File: src/rtl/dma_pg_pkg.sv
package dma_pg_pkg;
  localparam int unsigned ADDR_W_DEF = 16;
  localparam int unsigned PAGE_W_DEF = 8;
  localparam int unsigned CNT_W_DEF  = 16;

  typedef enum logic {
    UNIT_BYTE = 1'b0,
    UNIT_WORD = 1'b1
  } unit_e;

  // Page-pair increment applied on an armed address carry.
  function automatic logic [1:0] page_carry_step(input unit_e unit);
    return (unit == UNIT_WORD) ? 2'd2 : 2'd1;
  endfunction
endpackage

File: src/rtl/dma_count_stepper.sv
module dma_count_stepper #(
  parameter int unsigned CNT_W = dma_pg_pkg::CNT_W_DEF
) (
  input  logic             clk,
  input  logic             rst,
  input  logic             auto_init,
  input  logic             cnt_we,
  input  logic [CNT_W-1:0] cnt_wdata,
  input  logic             xfer_valid,
  output logic             active,
  output logic             fire,
  output logic             tc,
  output logic [CNT_W-1:0] cur_count
);
  logic [CNT_W-1:0] base_count;

  assign fire = xfer_valid && active;
  assign tc   = fire && (cur_count == '0);

  always_ff @(posedge clk) begin
    if (rst) begin
      cur_count  <= '0;
      base_count <= '0;
      active     <= 1'b0;
    end else if (cnt_we) begin
      cur_count  <= cnt_wdata;
      base_count <= cnt_wdata;
      active     <= 1'b1;
    end else if (fire) begin
      if (tc && auto_init) begin
        cur_count <= base_count;
      end else begin
        cur_count <= cur_count - 1'b1;
        if (tc) active <= 1'b0;
      end
    end
  end

  p_count_step_r5: assert property (@(posedge clk) disable iff (rst)
    (fire && !cnt_we && cur_count != '0) |=> (cur_count == $past(cur_count) - 1'b1));

  p_stop_after_tc_r7: assert property (@(posedge clk) disable iff (rst)
    (tc && !auto_init && !cnt_we) |=> (!active && cur_count == '1));

  p_reload_r8: assert property (@(posedge clk) disable iff (rst)
    (tc && auto_init && !cnt_we) |=> (active && cur_count == base_count));

  p_idle_hold_r7: assert property (@(posedge clk) disable iff (rst)
    (!active && !cnt_we) |=> $stable(cur_count));
endmodule

File: src/rtl/dma_addr_stepper.sv
module dma_addr_stepper
  import dma_pg_pkg::*;
#(
  parameter int unsigned ADDR_W = ADDR_W_DEF,
  parameter int unsigned PAGE_W = PAGE_W_DEF
) (
  input  logic              clk,
  input  logic              rst,
  input  unit_e             unit,
  input  logic              step,
  input  logic              reload,
  input  logic              addr_we,
  input  logic [ADDR_W-1:0] addr_wdata,
  input  logic              page_we,
  input  logic [PAGE_W-1:0] page_wdata,
  input  logic              hpage_we,
  input  logic [PAGE_W-1:0] hpage_wdata,
  output logic [ADDR_W-1:0] cur_addr,
  output logic [PAGE_W-1:0] page_lo,
  output logic [PAGE_W-1:0] page_hi,
  output logic              armed
);
  localparam int unsigned PAIR_W = 2 * PAGE_W;

  logic [ADDR_W-1:0] base_addr;
  logic              addr_moves;
  logic              carry_out;
  logic [PAIR_W-1:0] pair_next;

  assign addr_moves = step && !addr_we && !reload;
  assign carry_out  = addr_moves && armed && (cur_addr == '1);
  assign pair_next  = {page_hi, page_lo} + PAIR_W'(page_carry_step(unit));

  always_ff @(posedge clk) begin
    if (rst) begin
      cur_addr  <= '0;
      base_addr <= '0;
    end else if (addr_we) begin
      cur_addr  <= addr_wdata;
      base_addr <= addr_wdata;
    end else if (reload) begin
      cur_addr  <= base_addr;
    end else if (step) begin
      cur_addr  <= cur_addr + 1'b1;
    end
  end

  always_ff @(posedge clk) begin
    if (rst) begin
      page_lo <= '0;
      page_hi <= '0;
      armed   <= 1'b0;
    end else begin
      if (page_we)        page_lo <= page_wdata;
      else if (carry_out) page_lo <= pair_next[PAGE_W-1:0];
      if (hpage_we)       page_hi <= hpage_wdata;
      else if (carry_out) page_hi <= pair_next[PAIR_W-1:PAGE_W];
      if (hpage_we)       armed   <= 1'b1;
      else if (page_we)   armed   <= 1'b0;
    end
  end

  p_wrap_in_page_r9: assert property (@(posedge clk) disable iff (rst)
    (step && !armed && !page_we && !hpage_we) |=> ($stable(page_lo) && $stable(page_hi)));

  p_arm_on_high_r10: assert property (@(posedge clk) disable iff (rst)
    hpage_we |=> armed);

  p_disarm_on_low_r10: assert property (@(posedge clk) disable iff (rst)
    (page_we && !hpage_we) |=> !armed);

  p_addr_step_r4: assert property (@(posedge clk) disable iff (rst)
    (step && !addr_we && !reload) |=> (cur_addr == $past(cur_addr) + 1'b1));
endmodule

File: src/rtl/dma_phys_compose.sv
module dma_phys_compose
  import dma_pg_pkg::*;
#(
  parameter int unsigned ADDR_W = ADDR_W_DEF,
  parameter int unsigned PAGE_W = PAGE_W_DEF,
  localparam int unsigned PHYS_W = ADDR_W + 2 * PAGE_W
) (
  input  unit_e             unit,
  input  logic [ADDR_W-1:0] cur_addr,
  input  logic [PAGE_W-1:0] page_lo,
  input  logic [PAGE_W-1:0] page_hi,
  output logic [PHYS_W-1:0] phys
);
  always_comb begin
    if (unit == UNIT_WORD)
      phys = {page_hi, page_lo[PAGE_W-1:1], cur_addr, 1'b0};
    else
      phys = {page_hi, page_lo, cur_addr};
  end
endmodule

File: src/rtl/dma_page_engine.sv
module dma_page_engine
  import dma_pg_pkg::*;
#(
  parameter int unsigned ADDR_W = ADDR_W_DEF,
  parameter int unsigned PAGE_W = PAGE_W_DEF,
  parameter int unsigned CNT_W  = CNT_W_DEF,
  localparam int unsigned PHYS_W = ADDR_W + 2 * PAGE_W
) (
  input  logic              clk,
  input  logic              rst,
  input  logic              word_mode,
  input  logic              auto_init,
  input  logic              addr_we,
  input  logic [ADDR_W-1:0] addr_wdata,
  input  logic              cnt_we,
  input  logic [CNT_W-1:0]  cnt_wdata,
  input  logic              page_we,
  input  logic [PAGE_W-1:0] page_wdata,
  input  logic              hpage_we,
  input  logic [PAGE_W-1:0] hpage_wdata,
  input  logic              xfer_valid,
  output logic              xfer_ready,
  output logic [PHYS_W-1:0] phys_addr,
  output logic [CNT_W-1:0]  cur_count,
  output logic              tc,
  output logic              ext_armed
);
  unit_e             unit;
  logic              fire;
  logic              reload;
  logic [ADDR_W-1:0] cur_addr;
  logic [PAGE_W-1:0] page_lo;
  logic [PAGE_W-1:0] page_hi;

  assign unit   = word_mode ? UNIT_WORD : UNIT_BYTE;
  assign reload = tc && auto_init && !cnt_we;

  dma_count_stepper #(.CNT_W(CNT_W)) u_count (
    .clk        (clk),
    .rst        (rst),
    .auto_init  (auto_init),
    .cnt_we     (cnt_we),
    .cnt_wdata  (cnt_wdata),
    .xfer_valid (xfer_valid),
    .active     (xfer_ready),
    .fire       (fire),
    .tc         (tc),
    .cur_count  (cur_count)
  );

  dma_addr_stepper #(.ADDR_W(ADDR_W), .PAGE_W(PAGE_W)) u_addr (
    .clk         (clk),
    .rst         (rst),
    .unit        (unit),
    .step        (fire),
    .reload      (reload),
    .addr_we     (addr_we),
    .addr_wdata  (addr_wdata),
    .page_we     (page_we),
    .page_wdata  (page_wdata),
    .hpage_we    (hpage_we),
    .hpage_wdata (hpage_wdata),
    .cur_addr    (cur_addr),
    .page_lo     (page_lo),
    .page_hi     (page_hi),
    .armed       (ext_armed)
  );

  dma_phys_compose #(.ADDR_W(ADDR_W), .PAGE_W(PAGE_W)) u_compose (
    .unit     (unit),
    .cur_addr (cur_addr),
    .page_lo  (page_lo),
    .page_hi  (page_hi),
    .phys     (phys_addr)
  );

  p_tc_only_on_xfer_r6: assert property (@(posedge clk) disable iff (rst)
    tc |-> (xfer_valid && xfer_ready));

  p_no_accept_idle_r7: assert property (@(posedge clk) disable iff (rst)
    (!xfer_ready && !addr_we && !page_we && !hpage_we) |=> $stable(phys_addr));
endmodule

File: config.mk
export PLATFORM = sky130hd
export DESIGN_NAME = dma_page_engine
export DESIGN_NICKNAME = d
export VERILOG_FILES = /design/src/rtl/dma_pg_pkg.sv /design/src/rtl/dma_count_stepper.sv /design/src/rtl/dma_addr_stepper.sv /design/src/rtl/dma_phys_compose.sv /design/src/rtl/dma_page_engine.sv
export SDC_FILE = /design/constraint.sdc
export NUM_CORES = 1
export LEC_CHECK = 0
export BUFFER_PORTS_ARGS = -buffer_cell sky130_fd_sc_hd__buf_2
export CAP_MARGIN = 30
export CORE_MARGIN = 1.5
export CORE_UTILIZATION = 35
export DETAILED_ROUTE_END_ITERATION = 12
export PLACE_DENSITY = 0.53
export SLEW_MARGIN = 30
export SYNTH_ARGS = -nofsm -noshare
export SYNTH_HDL_FRONTEND = slang
export SYNTH_SLANG_ARGS = --single-unit
File: constraint.sdc
create_clock -name clk -period 3.95 [get_ports clk]
set_input_delay 0.79 -clock clk [delete_from_list [all_inputs] [get_ports clk]]
set_output_delay 0.79 -clock clk [all_outputs]
set_load 0.01 [all_outputs]
==> impl_metrics.ini, run 1 <==
[critical_path]
worstPathMaxFanout = 25
cp.required_ps = 3160
worstSetupEndpointType = primary output
path_class = in -> out
cp.arrival_ps = 1880
critPathLaunchType = primary input

[placed_design]
dpl.cell_count = 848
portBuffers = 107
gp_congestion = 0.852
post-place-ws_ps = 993
hpwl_microns = 10200

[floorplanning]
initial_core_util = 0.362
rows = 42
die_h_microns = 121
die_area_sq_um = 14600
coreArea_sq_um = 13400
ios = 108
die_x_microns = 121

[clocking]
cts_tree = built
cts.sinks = 82
cts-root-buf = clkbuf_16
post_cts_buffers = 0
clk_pin_slew_ps = 60
clk_latency_ps = 350
htreeDepth = 3
clock_path_buffers = 2
cts_buffers = 9
post_cts_resized = 0
cts_hold_buffers = 0

[final_layout]
n_fill_cell = 1405
seq_area_sq_um = 1640
multiInputGateArea_sq_um = 2890
area_delta_synth_final_pct = 18.6
layout.cells.non_filler = 863
nNetsFinal = 746
drive_gt1_frac = 0.237
n_antenna_cell = 0

[drt]
viasPerCell = 5.52
wl_per_cell_microns = 16.7
drtIter0Drc = 278
remaining_drc_errors = 0
totalWireLength_microns = 14400
vias = 4761
firstDrtPassIters = 5
antenna_left = 0

[grt]
grt_pass1_vias = 4582
grt-ovfl-total = 0
antenna_found_initial = 0
grt_max_degree = 58
grt_pass1_wl_microns = 23700
track_usage = 0.204

[sta]
fin_crit_sh = 0.677
hold_slack_ps = 462
setup_tns_ps = 0
hold_violations = 0
rsz0062_at_grt = no
clock-skew-final_ps = 7.16
fmax_ghz = 0.374
final.min_clock_period_ps = 2670
worstMarginPinSlew_ps = 862
worst_slack_ps = 1280
finalSetupViolCount = 0
slew_headroom = 0.421
finalMaxSlewViolations = 0

[logic_synthesis]
syn_nets = 669
yosysUniqueCellTypes = 65
synth_top_area_frac = 0.339
synth_area_sq_um = 4840
avgSynthCellArea_sq_um = 7.99
yosysSeqAreaShare = 0.339
synth-edff-count = 0
synth_top_cells_by_area = dfxtp_1 (34%), nand2_1 (5.3%), mux2i_1 (4.8%)
synth_async_sr_flop_share = 0
ys_ff_latch = 82
synthFlopType = dfxtp_1
yosysWarnings = 0
yosys.area.top_type = dfxtp_1
synthesis.instances = 606

[pwr]
p_leak_nw = 2.43
power.total_mw = 2.19
power.density_nw_per_um2 = 381
peakVddDrop_v = 0.000198

[outcome]
status = completed

[run]
maxCapViolations = 0

[hold_path]
hp-class = reg -> reg
## placed cells by master, fill, tap and decap left out, drive strengths merged, types with 4 or more instances in the layout
master     n
o22ai     11
a21oi     43
clkbuf    13
mux2      15
or3b       4
o21bai     4
nor4      10
or3       15
xor2       9
and3       8
a2111oi    4
ha         5
nor3b      6
a211oi     4
nand2     69
dfxtp     82
inv       24
o211ai     4
mux2i     23
o31ai     11
nand3     17
o221ai     5
or2        5
o21ai     18
nor2b      5
xnor2      9
nor4b      5
a221oi     9
nor2      60
nand4     20
nor3      18
buf      114
a31oi      9
## sequential cells by signal (all words and copies together), names as in the netlist
signal,count
u_count.active,1
u_addr.page_hi,8
u_addr.page_lo,8
u_count.cur_count,16
u_addr.armed,1
u_count.base_count,16
u_addr.cur_addr,16
u_addr.base_addr,16
## cell type report
cell class / instances / area share
clock buffers: 13 / 0.0470
repair buffers: 114 / 0.104
multi-input cells: 451 / 0.502
clock inverters: 2 / 0.00609
flip-flops and latches: 82 / 0.286
inverters: 25 / 0.0163
well taps: 176 / 0.0383
## per-layer routing
layer | part of all wire | wire length (microns) | track usage | vias up
met4 | 0.016 | 227 | 0.0787 | 0
li1 | - | - | - | 2345
met1 | 0.50 | 7130 | 0.288 | 2281
met2 | 0.44 | 6380 | 0.316 | 121
met5 | 0 | 0 | 0 | -
met3 | 0.045 | 642 | 0.0264 | 14
## synthesized netlist by cell type, drive strengths merged (3+ instances only)
cell,n
xnor2,9
a21oi,43
nor3b,6
or3b,4
ha,5
clkbuf,30
nand3,17
o31ai,11
and2,3
nand4,20
and3,8
buf,18
o22ai,11
mux2i,23
nand2,69
a2111oi,4
o21ai,18
nor2,60
o211ai,4
o221ai,5
or2,5
nand4b,3
xor2,9
a31oi,9
o21bai,4
inv,24
nor4,10
nor4b,5
dfxtp,82
nor2b,5
o21a,3
mux2,15
a221oi,9
or3,15
a211oi,4
nor3,18
## power by group
group	total [mW]	internal, mW	leakage, nW	switching (mW)
combinational	0.353	0.152	1.60	0.201
clock	0.888	0.538	0.152	0.350
sequential	0.948	0.881	0.678	0.0667
total	2.19	1.57	2.43	0.618
## through the flow
stage,utilization,cell area [sq um]
2_1_floorplan,-,4840
3_3_place_gp,0.406,5440
3_5_place_dp,0.406,5440
4_1_cts,0.429,5750
5_1_grt,0.429,5750
6_report,0.429,5750
## final timing paths
check	from	end	slack, ps	depth (start not counted)
setup / recovery	xfer_valid	tc	1280	6
hold / removal	u_addr.base_addr[8]	u_addr.base_addr[8]	460	2
setup reg to reg	u_count.cur_count[0]	u_addr.page_lo[4]	1290	7
hold reg to reg	u_addr.base_addr[8]	u_addr.base_addr[8]	460	2
## logic make-up (layout without fill, tap and decap cells)
logic type | count (synthesis) | in the layout | synth area share
fa+ha+maj | 6 | 6 | 0.0170
compound gates | 132 | 132 | 0.179
flops | 82 | 82 | 0.339
xor+xnor | 18 | 18 | 0.0325
simple gates | 257 | 257 | 0.284
mux | 38 | 38 | 0.0832
buf+inv | 73 | 154 | 0.0653
## worst max-delay path: stages
cell and delay, ps:
buf_2 120, and2_1 150, buf_4 280, nand4_1 220
nor2_1 160, buf_2 150
Power figures use the tool's default switching activity.
==> inputs of run 2 (changes only) <==
--- a/config.mk
+++ b/config.mk
@@ -10,7 +10,7 @@
 export CORE_MARGIN = 1.5
 export CORE_UTILIZATION = 35
 export DETAILED_ROUTE_END_ITERATION = 12
-export PLACE_DENSITY = 0.53
+export PLACE_DENSITY = 0.55
 export SLEW_MARGIN = 30
 export SYNTH_ARGS = -nofsm -noshare
 export SYNTH_HDL_FRONTEND = slang
==> constraint.sdc (replaced) <==
create_clock -name clk -period 2.15 [get_ports clk]
set_input_delay 0.43 -clock clk [delete_from_list [all_inputs] [get_ports clk]]
set_output_delay 0.43 -clock clk [all_outputs]
set_load 0.01 [all_outputs]
==> run 2 against run 1 <==
Sequential power grew 81%. Flip-flop and latch count is the same. Global-route usage about the same. Non-clock buffer count is 50 higher. Cell area is 6.1% higher. Critical endpoint unchanged.
==> impl_metrics.ini, run 2 (synthesized netlist as in run 1, its figures left out) <==
[pwr]
peakVddDrop_v = 0.000265
power.density_nw_per_um2 = 630
p_leak_nw = 2.65

[final_layout]
nNetsFinal = 796
seq_area_sq_um = 1640
area_delta_synth_final_pct = 25.9
layout.cells.non_filler = 910
layout_commonest_cell = buf_2
n_antenna_cell = 0
multiInputGateArea_sq_um = 2910
layout_common_cells = buf_2 (107), dfxtp_1 (80), nand2_1 (68)
drive_gt1_frac = 0.297
n_fill_cell = 1390

[sta]
worstMarginPinSlew_ps = 432
clock-skew-final_ps = 6.53
worst_slack_ps = 126
fin_crit_sh = 0.942
finalSetupViolCount = 0
final.min_clock_period_ps = 2020
finalMaxSlewViolations = 0
hold_slack_ps = 337
fmax_ghz = 0.494
slew_headroom = 0.711
hold_violations = 0
setup_tns_ps = 0

[floorplanning]
rows = 42
ios = 108
die_h_microns = 121
coreArea_sq_um = 13400
initial_core_util = 0.362
die_area_sq_um = 14600
die_x_microns = 121

[grt]
grt_max_degree = 46
grt-ovfl-total = 0
grt_pass1_wl_microns = 23800
grt_pass1_vias = 4627
track_usage = 0.204
antenna_found_initial = 0

[critical_path]
worstPathMaxFanout = 13
crit_cells = 5
path_class = reg -> out
path_cells = and2_1 > buf_4 > nand4_1 > nor2_1 > buf_2
reg2regPathDepth = 9
cp.required_ps = 1720
cp_num_buf_inv = 2
cp.arrival_ps = 1590
r2r-start = u_count.cur_count[0]
r2r_slack_ps = 140
critPathLaunchType = flop
worstSetupEndpointType = primary output
cp_top_family = simple AND/OR/NAND/NOR gates
slowest_stage = dfxtp_2
slowest_delay_ps = 400
r2r_end = u_addr.page_hi[0]

[hold_path]
hp-class = in -> reg
hp-start = page_wdata[3]
hold_end = u_addr.page_lo[3]
hold_path_depth = 3

[placed_design]
gp_congestion = 0.869
portBuffers = 107
hpwl_microns = 10700
post-place-ws_ps = -33.8
dpl.cell_count = 894

[drt]
drtIter0Drc = 259
wl_per_cell_microns = 16.2
viasPerCell = 5.40
remaining_drc_errors = 0
firstDrtPassIters = 5
antenna_left = 0
totalWireLength_microns = 14800
vias = 4914

[outcome]
status = completed

[clocking]
clock_path_buffers = 2
cts.sinks = 82
cts_hold_buffers = 0
cts-root-buf = clkbuf_16
clk_pin_slew_ps = 60
cts_buffers = 9
cts_tree = built
htreeDepth = 3
clk_latency_ps = 340

[run]
maxCapViolations = 0
==> run 2: report_power, final <==
part	total, mW	switching (mW)	internal (mW)
registers	1.72	0.0973	1.62
logic	0.745	0.409	0.335
clock network	1.38	0.593	0.787
total	3.84	1.10	2.74
==> run 2: how the worst max path moves through the flow <==
stage                         startpoint                   end
floorplan                      word_mode     u_addr.page_hi[0]
global placement               word_mode     u_addr.page_hi[0]
detailed placement             word_mode     u_addr.page_lo[4]
CTS                       u_count.active                    tc
global route        u_count.cur_count[0]  u_count.cur_count[5]
finish                    u_count.active                    tc
==> run 2: metal layers <==
| metal | global-route usage | vias to the layer above | share of wire |
|---|---|---|---|
| met3 | 0.0278 | 12 | 0.042 |
| met4 | 0.0596 | 0 | 0.011 |
| met1 | 0.292 | 2339 | 0.50 |
| li1 | - | 2439 | - |
| met2 | 0.319 | 124 | 0.45 |
| met5 | 0 | - | 0 |
==> run 2: area by class of cell <==
cell class / count / share of cell area
Clock buffer: 11 / 0.0398
Sequential cell: 82 / 0.270
Inverter: 25 / 0.0154
Tap cell: 176 / 0.0361
Timing Repair Buffer: 164 / 0.162
Multi-Input combinational cell: 451 / 0.477
Clock inverter: 1 / 0.000821
==> run 2: tightest hold or removal path: stages <==
cell and delay [ps]:
buf_2 100, inv_1 40, a2111oi_1 60
==> run 2: per-stage QoR <==
stage | instance area, sq um | power [mW] | util
finish | 6100 | 3.84 | 0.455
global route | 6100 | 4.04 | 0.455
CTS | 6040 | 3.86 | 0.451
detailed placement | 5790 | 2.48 | 0.432
global placement | 5790 | 2.46 | 0.432
floorplan | 4850 | 2.18 | -
==> run 2: timing repair <==
item / CTS / global route
resized for setup: 1 / 9
gates cloned: 0 / 0
endpoints found under the setup margin: 1 / 18
pin swaps: 0 / 6
setup buffers: 0 / 4
